`src/rtl/i2c_t10_pkg.sv`:
```
package i2c_t10_pkg;

  localparam int BYTE_W   = 8;
  localparam int ADDR10_W = 10;
  localparam int BITC_W   = $clog2(BYTE_W + 1);

  typedef enum logic [3:0] {
    ST_IDLE,
    ST_ADR1,
    ST_ADR2,
    ST_ACK,
    ST_WR,
    ST_HOLD_RX,
    ST_HOLD_TX,
    ST_RD,
    ST_RACK,
    ST_WAIT
  } tgt_state_e;

  // 7-bit addresses in the all-zero and all-one upper groups are never answered
  function automatic logic addr7_reserved(input logic [6:0] a);
    return (a[6:3] == 4'b0000) || (a[6:3] == 4'b1111);
  endfunction

  // first byte of a 10-bit address: fixed 11110 prefix then the two top address bits
  function automatic logic hdr10_hit(input logic [7:0] b, input logic [1:0] hi);
    return (b[7:3] == 5'b11110) && (b[2:1] == hi);
  endfunction

endpackage

```
`src/rtl/i2c_t10_sync.sv`:
```
module i2c_t10_sync #(
  parameter int STAGES = 2
) (
  input  logic clk,
  input  logic rst_n,
  input  logic scl_i,
  input  logic sda_i,
  output logic scl_s,
  output logic sda_s,
  output logic scl_rise,
  output logic scl_fall,
  output logic start_det,
  output logic stop_det
);
  localparam int LINES = 2;

  logic [LINES-1:0]             line_in;
  logic [LINES-1:0][STAGES-1:0] sr;
  logic                         scl_d, sda_d;

  assign line_in = {sda_i, scl_i};

  for (genvar g = 0; g < LINES; g++) begin : g_line
    always_ff @(posedge clk or negedge rst_n) begin
      if (!rst_n) sr[g] <= '1;
      else        sr[g] <= {sr[g][STAGES-2:0], line_in[g]};
    end
  end

  assign scl_s = sr[0][STAGES-1];
  assign sda_s = sr[1][STAGES-1];

  always_ff @(posedge clk or negedge rst_n) begin
    if (!rst_n) begin
      scl_d <= 1'b1;
      sda_d <= 1'b1;
    end else begin
      scl_d <= scl_s;
      sda_d <= sda_s;
    end
  end

  assign scl_rise  = scl_s & ~scl_d;
  assign scl_fall  = ~scl_s & scl_d;
  assign start_det = scl_s & scl_d & sda_d & ~sda_s;
  assign stop_det  = scl_s & scl_d & ~sda_d & sda_s;


  start_stop_excl_chk: assert property (@(posedge clk) disable iff (!rst_n)
    start_det |=> !stop_det);

endmodule

```
`src/rtl/i2c_t10_addr.sv`:
```
module i2c_t10_addr
  import i2c_t10_pkg::*;
(
  input  logic [BYTE_W-1:0]   byte_i,
  input  logic                ten_i,
  input  logic [ADDR10_W-1:0] addr_i,
  output logic                m7_o,
  output logic                hdr_w_o,
  output logic                hdr_r_o,
  output logic                low_o
);
  logic hdr;

  assign hdr     = ten_i && hdr10_hit(byte_i, addr_i[9:8]);
  assign m7_o    = !ten_i && !addr7_reserved(addr_i[6:0]) &&
                   (byte_i[BYTE_W-1:1] == addr_i[6:0]);
  assign hdr_w_o = hdr && !byte_i[0];
  assign hdr_r_o = hdr && byte_i[0];
  assign low_o   = ten_i && (byte_i == addr_i[7:0]);

endmodule

```
`src/rtl/i2c_target10.sv`:
```
module i2c_target10
  import i2c_t10_pkg::*;
#(
  parameter int SYNC_STAGES = 2
) (
  input  logic                clk,
  input  logic                rst_n,
  input  logic                scl_i,
  input  logic                sda_i,
  output logic                scl_oe,
  output logic                sda_oe,
  input  logic                cfg_ten_bit,
  input  logic [ADDR10_W-1:0] cfg_addr,
  output logic                rx_valid,
  output logic [BYTE_W-1:0]   rx_data,
  input  logic                rx_ready,
  output logic                tx_req,
  input  logic                tx_valid,
  input  logic [BYTE_W-1:0]   tx_data,
  output logic                ev_start,
  output logic                ev_stop,
  output logic                addressed
);
  logic scl_s, sda_s, scl_rise, scl_fall, start_det, stop_det;

  i2c_t10_sync #(.STAGES(SYNC_STAGES)) u_sync (
    .clk(clk), .rst_n(rst_n), .scl_i(scl_i), .sda_i(sda_i),
    .scl_s(scl_s), .sda_s(sda_s), .scl_rise(scl_rise), .scl_fall(scl_fall),
    .start_det(start_det), .stop_det(stop_det)
  );

  tgt_state_e          state, after;
  logic [BITC_W-1:0]   bit_cnt;
  logic [BYTE_W-1:0]   shreg;
  logic                sda_drv, hit10, addr_q, rxv;
  logic [BYTE_W-1:0]   rxd;

  logic m7, hdr_w, hdr_r, low_m;

  i2c_t10_addr u_addr (
    .byte_i(shreg), .ten_i(cfg_ten_bit), .addr_i(cfg_addr),
    .m7_o(m7), .hdr_w_o(hdr_w), .hdr_r_o(hdr_r), .low_o(low_m)
  );

  // named internal events
  logic       byte_done, rx_pend;
  logic       dec_ack, dec_hit10, dec_addr;
  tgt_state_e dec_next;

  assign byte_done = (bit_cnt == BITC_W'(BYTE_W));
  assign rx_pend   = rxv && !rx_ready;

  // acknowledge decision at the end of a received byte
  always_comb begin
    dec_ack   = 1'b0;
    dec_next  = ST_IDLE;
    dec_hit10 = hit10;
    dec_addr  = 1'b0;
    unique case (state)
      ST_ADR1: begin
        dec_hit10 = 1'b0;
        if (m7) begin
          dec_ack  = 1'b1;
          dec_addr = 1'b1;
          dec_next = shreg[0] ? ST_HOLD_TX : ST_WR;
        end else if (hdr_w) begin
          dec_ack  = 1'b1;
          dec_next = ST_ADR2;
        end else if (hdr_r && hit10) begin
          dec_ack   = 1'b1;
          dec_addr  = 1'b1;
          dec_hit10 = 1'b1;
          dec_next  = ST_HOLD_TX;
        end
      end
      ST_ADR2: begin
        if (low_m) begin
          dec_ack   = 1'b1;
          dec_addr  = 1'b1;
          dec_hit10 = 1'b1;
          dec_next  = ST_WR;
        end
      end
      ST_WR: begin
        dec_ack  = 1'b1;
        dec_addr = addr_q;
        dec_next = ST_WR;
      end
      default: ;
    endcase
  end

  always_ff @(posedge clk or negedge rst_n) begin
    if (!rst_n) begin
      state   <= ST_IDLE;
      after   <= ST_IDLE;
      bit_cnt <= '0;
      shreg   <= '0;
      sda_drv <= 1'b0;
      hit10   <= 1'b0;
      addr_q  <= 1'b0;
      rxv     <= 1'b0;
      rxd     <= '0;
    end else begin
      if (rxv && rx_ready) rxv <= 1'b0;
      if (start_det) begin
        state   <= ST_ADR1;
        bit_cnt <= '0;
        sda_drv <= 1'b0;
        addr_q  <= 1'b0;
      end else if (stop_det) begin
        state   <= ST_IDLE;
        bit_cnt <= '0;
        sda_drv <= 1'b0;
        addr_q  <= 1'b0;
        hit10   <= 1'b0;
      end else begin
        case (state)
          ST_ADR1, ST_ADR2, ST_WR: begin
            if (scl_rise && !byte_done) begin
              shreg   <= {shreg[BYTE_W-2:0], sda_s};
              bit_cnt <= bit_cnt + 1'b1;
            end else if (scl_fall && byte_done) begin
              bit_cnt <= '0;
              hit10   <= dec_hit10;
              if (dec_ack) begin
                sda_drv <= 1'b1;
                state   <= ST_ACK;
                after   <= dec_next;
                addr_q  <= dec_addr;
                if (state == ST_WR) begin
                  rxv <= 1'b1;
                  rxd <= shreg;
                end
              end else begin
                state  <= ST_IDLE;
                addr_q <= 1'b0;
              end
            end
          end
          ST_ACK: begin
            if (scl_fall) begin
              sda_drv <= 1'b0;
              bit_cnt <= '0;
              if (after == ST_WR && rx_pend) state <= ST_HOLD_RX;
              else                           state <= after;
            end
          end
          ST_HOLD_RX: begin
            if (!rx_pend) state <= ST_WR;
          end
          ST_HOLD_TX: begin
            if (tx_valid) begin
              shreg   <= tx_data;
              sda_drv <= !tx_data[BYTE_W-1];
              bit_cnt <= '0;
              state   <= ST_RD;
            end
          end
          ST_RD: begin
            if (scl_rise) begin
              bit_cnt <= bit_cnt + 1'b1;
            end else if (scl_fall) begin
              if (byte_done) begin
                sda_drv <= 1'b0;
                state   <= ST_RACK;
              end else begin
                shreg   <= {shreg[BYTE_W-2:0], 1'b0};
                sda_drv <= !shreg[BYTE_W-2];
              end
            end
          end
          ST_RACK: begin
            if (scl_rise) begin
              if (sda_s) state <= ST_WAIT;
            end else if (scl_fall) begin
              state <= ST_HOLD_TX;
            end
          end
          default: ;
        endcase
      end
    end
  end

  assign sda_oe    = sda_drv;
  assign scl_oe    = (state == ST_HOLD_TX) || (state == ST_HOLD_RX);
  assign tx_req    = (state == ST_HOLD_TX);
  assign rx_valid  = rxv;
  assign rx_data   = rxd;
  assign addressed = addr_q;
  assign ev_start  = start_det;
  assign ev_stop   = stop_det;


  sda_stable_hi_chk: assert property (@(posedge clk) disable iff (!rst_n)
    (scl_s && $past(scl_s)) |-> $stable(sda_oe));


  rx_hold_chk: assert property (@(posedge clk) disable iff (!rst_n)
    (rx_valid && !rx_ready) |=> (rx_valid && $stable(rx_data)));


  stretch_low_chk: assert property (@(posedge clk) disable iff (!rst_n)
    scl_oe |-> !scl_s);


  ack_on_match_chk: assert property (@(posedge clk) disable iff (!rst_n)
    $rose(addressed) |-> sda_oe);


  restart_release_chk: assert property (@(posedge clk) disable iff (!rst_n)
    ev_start |=> (!sda_oe && !scl_oe && !addressed));


  nack_release_chk: assert property (@(posedge clk) disable iff (!rst_n)
    (state == ST_WAIT) |-> (!sda_oe && !tx_req));

endmodule

```
`config.mk`:
```
export PLATFORM = sky130hd
export DESIGN_NAME = i2c_target10
export DESIGN_NICKNAME = d
export VERILOG_FILES = /design/src/rtl/i2c_t10_pkg.sv /design/src/rtl/i2c_t10_sync.sv /design/src/rtl/i2c_t10_addr.sv /design/src/rtl/i2c_target10.sv
export SDC_FILE = /design/constraint.sdc
export NUM_CORES = 1
export LEC_CHECK = 0
export BUFFER_PORTS_ARGS = -buffer_cell sky130_fd_sc_hd__buf_4
export CORE_ASPECT_RATIO = 1.1
export CORE_MARGIN = 3
export CORE_UTILIZATION = 60
export DETAILED_ROUTE_END_ITERATION = 8
export PLACE_DENSITY_LB_ADDON = 0.3
export SETUP_SLACK_MARGIN = 0.5
export SLEW_MARGIN = 15
export SYNTH_ARGS = -nofsm -noshare
export SYNTH_HDL_FRONTEND = slang
export SYNTH_HIERARCHICAL = 1
export SYNTH_SLANG_ARGS = --single-unit
```
`constraint.sdc`:
```
create_clock -name clk -period 7.35 [get_ports clk]
set_input_delay 0.735 -clock clk [delete_from_list [all_inputs] [get_ports clk]]
set_output_delay 0.735 -clock clk [all_outputs]
set_load 0.005 [all_outputs]
```
==> results.toml <==
[timing]
fin_skew_ps = 9.85
worstMarginPinSlew_ps = 817
fin_tns_setup_ps = 0
rsz0062_at_grt = "false"
setup_viol = 0
drv_slew = 0
period_needed_ps = 2980
holdWs_ps = 357
timing.final.crit_share_pct = 40.6
hold_violations = 0
fmax_mhz = 335
slew_headroom_pct = 45.5

[final_layout]
finalNetCount = 302
utilization_pct = 74.1
area_delta_synth_final_pct = 17.4
drive_above_1_share_pct = 31.9
antenna_cells = 0

[synthesis]
syn_avg_cell_area_sq_um = 9.76
synthesis.area_sq_mm = 0.00234
yosysUniqueCellTypes = 53
synth_flop_cell = "dfrtp_1"
seq_area_frac_synth_pct = 38.8
ys_warn_count = 6
ys_ff_latch = 36
syn_nets = 267
async_flop_share_pct = 100
synthCells = 240
synth_edf_count = 0

[drt]
wl_per_cell_um = 17.2
route.detailed.drc = 0
viasPerCell = 6.05
finalWirelength_mm = 5.59
final_antenna_net_count = 0
dr.pass1.iters = 4
dr.first_iter.drc_count = 194
vias = 1973

[worst_setup_path]
worstPathArrival_ps = 2250
cp_max_fo = 27
cp.required_ps = 6610
crit_path_end_kind = "output port"
crit_path_start_kind = "flip-flop"
path_class = "flip-flop to output port"

[grt]
grt_pass1_wl_mm = 9.43
overflow = 0
grt_pass1_vias = 1967
grtUsageTotal_pct = 26.1
grt_antenna_before_repair = 0
grt_max_degree = 37

[clocking]
root_buffer = "clkbuf_8"
cts_sinks = 36
clock_latency_ps = 290
clockBufferDepth = 2
cts_made_buffers = 5
cts_post_setup_buffers_inserted = 0
clk_pin_slew_ps = 80
cts_resized = 0
cts_tree = "done"
cts_hold_buffers = 0
cts_max_level = 2

[floorplanning]
io_pins = 40
rows = 23
start_util_pct = 63.1
die_h_um = 71.5
core_sq_mm = 0.00371
dieArea_sq_mm = 0.00469
die_w_um = 65.6

[power]
power_density_mw_per_mm2 = 301
leakage_nw = 1.23
max-vdd-ir-drop_uv = 173

[worst_hold_path]
min_path_type = "flip-flop to flip-flop"

[place]
port_buffers = 39
dpl.hpwl_mm = 3.99
place.gp.congestion = 0.923

[status]
status = "completed"

[run]
cap_violations = 0
## state kept, by name, indices dropped and copies added, names as in the netlist
register / count
sda_oe: 1
rx_data: 8
u_sync/scl_s: 1
bit_cnt: 4
rx_valid: 1
u_sync/scl_d: 1
u_sync/sda_s: 1
u_sync/sda_d: 1
u_sync/sr: 2
hit10: 1
addressed: 1
after: 2
shreg: 8
state: 4
## through the flow
| stage | power [mW] | instance area, sq um | std cells | setup slack (ps) |
|---|---|---|---|---|
| global placement | 0.671 | 2660 | 318 | 4500 |
| CTS | 0.821 | 2740 | 326 | 4060 |
| finish | 0.829 | 2750 | 326 | 4370 |
| detailed placement | 0.681 | 2660 | 318 | 4410 |
| global route | 0.883 | 2750 | 326 | 4260 |
| floorplan | 0.592 | 2340 | 240 | 4800 |
## placed cells by master (no fill, tap or decap), types with 4 or more instances in the layout
master	n
a21oi_1	12
nand2b_1	4
xor2_1	10
dfrtp_1	30
xnor2_1	8
clkbuf_8	5
nor3_1	5
o22ai_1	5
or2_2	4
inv_1	11
o21ai_0	5
mux2_2	30
nor2b_1	5
nor2_1	13
nand3_1	4
nand2_1	21
buf_4	39
dfstp_2	6
## logic make-up after synthesis
group	Yosys count	share of synthesized area (%)
flops	36	38.8
xor+xnor	18	6.73
fa+ha+maj	2	1.07
compound gates	48	14.8
simple gates	81	19.1
buf+inv	22	3.84
mux	33	15.7
## area by class of cell
| class | count | area, sq um |
|---|---|---|
| clock inverter | 2 | 12.5 |
| tap | 50 | 62.6 |
| multi-input combinational | 182 | 1360 |
| fill | 284 | 962 |
| timing repair buffer | 39 | 293 |
| inverter | 11 | 41.3 |
| clock buffer | 6 | 72.6 |
| sequential | 36 | 908 |
## synth_stat cells, drive strengths merged, types with 3 or more instances
master	instances	area, sq um
o211a	3	30.0
xor2	10	87.6
xnor2	8	70.1
a211oi	3	22.5
a21oi	12	60.1
o21ai	6	30.0
or3	3	18.8
clkbuf	5	18.8
nand3	4	20.0
or2	4	25.0
nand2b	4	25.0
o22ai	5	31.3
dfrtp	30	751
buf	6	30.0
nand2	21	78.8
or4	3	22.5
dfstp	6	158
mux2i	3	30.0
nor2b	5	31.3
inv	11	41.3
mux2	30	338
nor3	5	25.0
nor2	13	48.8
## worst max-delay path, cell delays in order, from the launching register on
cell,delay [ps]
dfrtp_1,880
nor4bb_4,840
buf_4,230
## where the power goes
group,internal (mW),switching (mW),leakage [nW]
registers,0.237,0.106,0.455
clock network,0.0662,0.0716,0.0412
logic,0.194,0.154,0.730
## per-layer routing
layer	global-route usage [%]	part of all wire, %	vias up
met4	7.83	2.0	0
met2	43.6	50	58
met5	0	0	-
met1	34.8	43	957
li1	-	-	947
met3	4.39	4.9	11
## final timing paths
kind / to / from / depth (start not counted) / slack [ps]
max: tx_req / state[2] / 2 / 4370
min: u_sync/sda_s / u_sync/sr[2] / 0 / 360
max reg2reg: shreg[3] / u_sync/scl_s / 5 / 4560
min reg2reg: u_sync/sda_s / u_sync/sr[2] / 0 / 360
max in group asynchronous: u_sync/scl_s / rst_n / 1 / 6610
min in group asynchronous: bit_cnt[1] / rst_n / 1 / 380
No activity file was read; power rests on OpenSTA's default activity.
